<file path="src/rtl/wcw_pkg.sv">
package wcw_pkg;
  typedef enum logic [1:0] {
    WS_IDLE = 2'd0,
    WS_ROW  = 2'd1,
    WS_EMIT = 2'd2
  } walk_state_t;
endpackage

</file>
<file path="src/rtl/wcw_geom.sv">
module wcw_geom #(
  parameter int DIM_W  = 16,
  parameter int PSZ_W  = 3,
  parameter int SPAN_W = DIM_W + 1 + PSZ_W
) (
  input  logic [DIM_W-1:0]  width_px,
  input  logic [DIM_W-1:0]  skip_px,
  input  logic [PSZ_W-1:0]  pix_bytes,
  output logic [SPAN_W-1:0] stride_bytes,
  output logic [SPAN_W-1:0] len_bytes
);
  // Byte distance between row starts, and bytes actually covered per row.
  always_comb begin
    stride_bytes = SPAN_W'(pix_bytes) * (SPAN_W'(width_px) + SPAN_W'(skip_px));
    len_bytes    = SPAN_W'(pix_bytes) * SPAN_W'(width_px);
  end
endmodule

</file>
<file path="src/rtl/wcw_row_plan.sv">
module wcw_row_plan #(
  parameter int ADDR_W     = 32,
  parameter int SPAN_W     = 20,
  parameter int LINE_BYTES = 32
) (
  input  logic [ADDR_W-1:0] row_start,
  input  logic [SPAN_W-1:0] len_bytes,
  input  logic [ADDR_W-1:0] next_free,
  output logic [ADDR_W-1:0] first_line,
  output logic [ADDR_W-1:0] row_end,
  output logic              has_line
);
  localparam logic [ADDR_W-1:0] LINE_MASK = ADDR_W'(LINE_BYTES - 1);

  logic [ADDR_W-1:0] aligned;

  always_comb begin
    aligned    = row_start & ~LINE_MASK;
    // Clamp so a line shared with the previous row is not issued again.
    first_line = (aligned < next_free) ? next_free : aligned;
    row_end    = row_start + ADDR_W'(len_bytes);
    has_line   = first_line < row_end;
  end
endmodule

</file>
<file path="src/rtl/cache_line_walker.sv">
module cache_line_walker
  import wcw_pkg::*;
#(
  parameter int ADDR_W     = 32,
  parameter int DIM_W      = 16,
  parameter int PSZ_W      = 3,
  parameter int LINE_BYTES = 32
) (
  input  logic              clk,
  input  logic              rst_n,
  input  logic              start,
  input  logic              cache_en,
  input  logic [ADDR_W-1:0] base_addr,
  input  logic [DIM_W-1:0]  width_px,
  input  logic [DIM_W-1:0]  skip_px,
  input  logic [DIM_W-1:0]  height_ln,
  input  logic [PSZ_W-1:0]  pix_bytes,
  output logic              line_valid,
  input  logic              line_ready,
  output logic [ADDR_W-1:0] line_addr,
  output logic              done,
  output logic              busy
);
  localparam int SPAN_W = DIM_W + 1 + PSZ_W;

  walk_state_t       state;
  logic [DIM_W-1:0]  cap_width;
  logic [DIM_W-1:0]  cap_skip;
  logic [PSZ_W-1:0]  cap_pix;
  logic [DIM_W-1:0]  rows_left;
  logic [ADDR_W-1:0] row_start;
  logic [ADDR_W-1:0] next_free;
  logic [ADDR_W-1:0] cur_line;
  logic [ADDR_W-1:0] cur_end;

  logic [SPAN_W-1:0] stride_bytes;
  logic [SPAN_W-1:0] len_bytes;
  logic [ADDR_W-1:0] plan_first;
  logic [ADDR_W-1:0] plan_end;
  logic              plan_has;

  logic              empty_job;
  logic              last_row;
  logic [ADDR_W-1:0] step_line;
  logic              row_over;

  wcw_geom #(
    .DIM_W (DIM_W),
    .PSZ_W (PSZ_W),
    .SPAN_W(SPAN_W)
  ) u_geom (
    .width_px    (cap_width),
    .skip_px     (cap_skip),
    .pix_bytes   (cap_pix),
    .stride_bytes(stride_bytes),
    .len_bytes   (len_bytes)
  );

  wcw_row_plan #(
    .ADDR_W    (ADDR_W),
    .SPAN_W    (SPAN_W),
    .LINE_BYTES(LINE_BYTES)
  ) u_plan (
    .row_start (row_start),
    .len_bytes (len_bytes),
    .next_free (next_free),
    .first_line(plan_first),
    .row_end   (plan_end),
    .has_line  (plan_has)
  );

  always_comb begin
    empty_job = !cache_en || (width_px == '0) || (height_ln == '0) || (pix_bytes == '0);
    last_row  = rows_left == DIM_W'(1);
    step_line = cur_line + ADDR_W'(LINE_BYTES);
    row_over  = !(step_line < cur_end);
  end

  always_ff @(posedge clk) begin
    if (!rst_n) begin
      state     <= WS_IDLE;
      done      <= 1'b0;
      cap_width <= '0;
      cap_skip  <= '0;
      cap_pix   <= '0;
      rows_left <= '0;
      row_start <= '0;
      next_free <= '0;
      cur_line  <= '0;
      cur_end   <= '0;
    end else begin
      done <= 1'b0;
      unique case (state)
        WS_IDLE: begin
          if (start) begin
            if (empty_job) begin
              done <= 1'b1;
            end else begin
              cap_width <= width_px;
              cap_skip  <= skip_px;
              cap_pix   <= pix_bytes;
              rows_left <= height_ln;
              row_start <= base_addr;
              next_free <= '0;
              state     <= WS_ROW;
            end
          end
        end
        WS_ROW: begin
          if (plan_has) begin
            cur_line <= plan_first;
            cur_end  <= plan_end;
            state    <= WS_EMIT;
          end else begin
            next_free <= plan_first;
            if (last_row) begin
              done  <= 1'b1;
              state <= WS_IDLE;
            end else begin
              rows_left <= rows_left - DIM_W'(1);
              row_start <= row_start + ADDR_W'(stride_bytes);
            end
          end
        end
        WS_EMIT: begin
          if (line_ready) begin
            if (!row_over) begin
              cur_line <= step_line;
            end else begin
              next_free <= step_line;
              if (last_row) begin
                done  <= 1'b1;
                state <= WS_IDLE;
              end else begin
                rows_left <= rows_left - DIM_W'(1);
                row_start <= row_start + ADDR_W'(stride_bytes);
                state     <= WS_ROW;
              end
            end
          end
        end
        default: state <= WS_IDLE;
      endcase
    end
  end

  assign line_valid = (state == WS_EMIT);
  assign line_addr  = cur_line;
  assign busy       = (state != WS_IDLE);
endmodule

</file>
<file path="config.mk">
export PLATFORM = sky130hd
export DESIGN_NAME = cache_line_walker
export DESIGN_NICKNAME = d
export VERILOG_FILES = /design/src/rtl/wcw_pkg.sv /design/src/rtl/wcw_geom.sv /design/src/rtl/wcw_row_plan.sv /design/src/rtl/cache_line_walker.sv
export SDC_FILE = /design/constraint.sdc
export NUM_CORES = 1
export LEC_CHECK = 0
export BUFFER_PORTS_ARGS = -buffer_cell sky130_fd_sc_hd__buf_2
export CORE_UTILIZATION = 63
export CTS_CLUSTER_SIZE = 10
export DETAILED_ROUTE_END_ITERATION = 10
export PLACE_DENSITY = 0.87
export SETUP_SLACK_MARGIN = 0.3
export SLEW_MARGIN = 20
export SYNTH_ARGS = -nofsm -noshare
export SYNTH_HDL_FRONTEND = slang
export SYNTH_HIERARCHICAL = 1
export SYNTH_SLANG_ARGS = --single-unit
</file>
<file path="constraint.sdc">
create_clock -name clk -period 9.5 [get_ports clk]
set_input_delay 1.9 -clock clk [delete_from_list [all_inputs] [get_ports clk]]
set_output_delay 1.9 -clock clk [all_outputs]
set_load 0.005 [all_outputs]
</file>
==> summary.md <==
| Metric | Value |
|---|---|
| Ports | `roughly 120` |
| Setup violations, final | `0` |
| DR WL/cell | `around 19 um` |
| Drt total wl | `49.2 mm` |
| Cell variety after synth | `93` |
| Clock sinks | `around 180` |
| Clk buf depth | `2` |
| Tightest Pin Transition | `999 ps` |
| Leading post-synthesis cells by cell area | `dfxtp_1, ha_1, nand2_1` |
| Ratio of cells with drive above 1 in the final layout | `0.114` |
| DP Wirelength | `36.7 mm` |
| Ys flop type | `dfxtp_1` |
| Relative slew margins | `0.334` |
| DR DRC count | `0` |
| CP startpoint | `cap_pix[2]$_SDFFE_PN0P_` |
| Core Region | `27000 um^2` |
| Grt ovf | `0` |
| Post-DRT Antenna Nets | `0` |
| Vias per cell | `6.38` |
| Reg area | `approximately 3600 um^2` |
| Initial antenna violation count | `1` |
| Global-route wire length before repair | `78.8 mm` |
| Drt pass-1 iters | `7` |
| CTS H-tree depth | `4` |
| Starting DRT DRC Count | `slightly above 2000` |
| Worst hold start | `cap_pix[2]$_SDFFE_PN0P_` |
| Static Leak | `0.00828 uW` |
| Final Skew | `20.3 ps` |
| Post-synth ARST share | `0` |
| Seq/Total Area, Yosys | `0.209` |
| Crit path kind | `register to register` |
| Data required, critical path | `between 9000 and 10000 ps` |
| Post-CTS Hold Buffers | `0` |
| Post-synthesis net count | `2564` |
| Site row count | `60` |
| Die Y | `168 um` |
| Total power | `approximately 4900 uW` |
| Total GRT Usage | `0.344` |
| Crit-path leading delay family | `simple AND/OR/NAND/NOR gates` |
| Root Driver | `clkbuf_16` |
| Net count, final | `2613` |
| Fillers | `around 2200` |
| Fmax | `116 MHz` |
| Post-CTS setup buffers | `0` |
| Clk slew on worst S/H paths | `70 ps` |
| Pin count of the biggest net entering global routing | `85` |
| Multi-input gate area | `12600 um^2` |
| Slowest-stage cell, CP | `nand2b_1` |
| Area share of the largest cell type after synthesis | `0.209` |
| TritonCTS clock tree | `done` |
| Number of flops mapped to enable cells by yosys | `0` |
| #FFs+latches synth | `about 180` |
| Hold Path Class | `register to register` |
| GP Congestion | `0.988` |
| Syn-to-layout area delta | `7.32%` |
| Post-Syn Instances | `2253` |
| Crit path launch type | `register` |
| Worst r2r src | `cap_pix[2]$_SDFFE_PN0P_` |
| Clock Latency Late Sink | `450 ps` |
| Final worst path period share | `0.911` |
| CTS buffer count | `17` |
| Buf+Inv Stages, Crit Path | `3` |
| Syn avg cell area | `about 7.7 um^2` |
| List of most frequent post-synthesis cells | `nand2_1, a21oi_1, ha_1` |
| Via count | `16952` |
| Fin. max-slew vios | `0` |
| Cell taking the most area after synthesis | `dfxtp_1` |
| Peak VDD IR | `between 300 and 400 uV` |
| Vias in the first global route | `between 15000 and 20000` |
| Critical path's largest stage delay | `roughly 630 ps` |
| Crit end category | `register` |
| Tmin final | `8650 ps` |
| Critical Path AT | `8950 ps` |
| CTS-repair resized insts | `0` |
| Port Buffer Count | `122` |
| Synth warn | `6` |
| Die W | `168 um` |
| Status | `completed` |
| Synth Cell Area | `17400 um^2` |
| Setup TNS | `0 ps` |
| Final hold violations | `0` |
| Worst-path maximum fanout | `36` |
| Die area | `28300 um^2` |
| Pwr Density | `263 nW/um^2` |
| RSZ-0062 raised after global routing | `no` |
| Count leader, synth | `nand2_1` |
| Max_cap viols | `0` |
| Starting Density | `0.644` |
-- worst min-delay path: stages (launching register included) --
cell	delay (ps)
dfxtp_1	310
nand2_1	50
a21oi_1	50
-- metrics by stage --
| step | util | setup WS (ps) | area, um^2 | cells | hold WS, ps |
|---|---|---|---|---|---|
| floorplan | - | 2080 | 17400 | 2253 | 432 |
| CTS | 0.691 | 993 | 18700 | 2656 | 457 |
| global placement | 0.669 | 1390 | 18100 | 2624 | 443 |
| global route | 0.691 | 306 | 18700 | 2656 | 476 |
| detailed placement | 0.669 | 1050 | 18100 | 2624 | 447 |
| finish | 0.691 | 847 | 18700 | 2657 | 456 |
-- final timing paths --
path | end | slack, ps | depth (start not counted)
worst max register to register | row_start[25]$_SDFFE_PN0P_ | 850 | 34
worst max-delay path | row_start[25]$_SDFFE_PN0P_ | 850 | 34
worst min-delay path | cap_pix[2]$_SDFFE_PN0P_ | 460 | 2
worst min register to register | cap_pix[2]$_SDFFE_PN0P_ | 460 | 2
-- layer usage --
layer,global-route usage,wire (um),up-vias
met5,0,10,-
met4,0.149,1990,2
met3,0.0512,3920,111
met2,0.566,22600,803
met1,0.448,20700,7947
li1,-,-,8089
-- area by class of cell --
cell class,count,share of cell area
multi-input cells,1779,0.673
flip-flops and latches,182,0.195
repair buffers,138,0.0391
inverters,184,0.0371
clock buffers,18,0.0230
well taps,341,0.0228
clock inverters,14,0.00958
diodes,1,0.000134
-- state kept, by name (all words and copies together), names as in the netlist --
| name | count |
|---|---|
| cur_end | 32 |
| line_addr | 32 |
| next_free | 32 |
| row_start | 32 |
| cap_skip | 16 |
| cap_width | 16 |
| rows_left | 16 |
| cap_pix | 3 |
| state | 2 |
| done | 1 |
-- layout by cell type (no fill, tap or decap), types with 17 or more instances in the layout --
master and instances:
nand2_1 340, a21oi_1 211, ha_1 187, inv_1 183
dfxtp_1 182, nor2_1 145, buf_2 122, nand3_1 70
xnor2_1 70, o21ai_0 67, a21o_1 50, xor2_1 44
mux2i_1 41, nand4_1 37, a211oi_1 36, fa_1 34
nand2b_1 28, and3_1 24, a31oi_1 24, mux2_4 24
and2_1 23, nor3_1 21, a22oi_1 19, nor2b_1 18
clkbuf_16 17
-- power breakdown --
part	internal (uW)	switching [uW]	leakage, uW
clock network	381	383	0.000297
registers	917	248	0.00148
logic	1140	1830	0.00651
-- cells by family after synthesis --
kind of cell	share of synthesized area
and+or+nand+nor	0.202
adders and majority gates	0.175
other	0.000215
buffers and inverters	0.0692
muxes	0.0520
AOI/OAI and AO/OA	0.233
DFF	0.209
xor gates and xnor gates	0.0592
No activity file was read; power rests on OpenSTA's default activity.
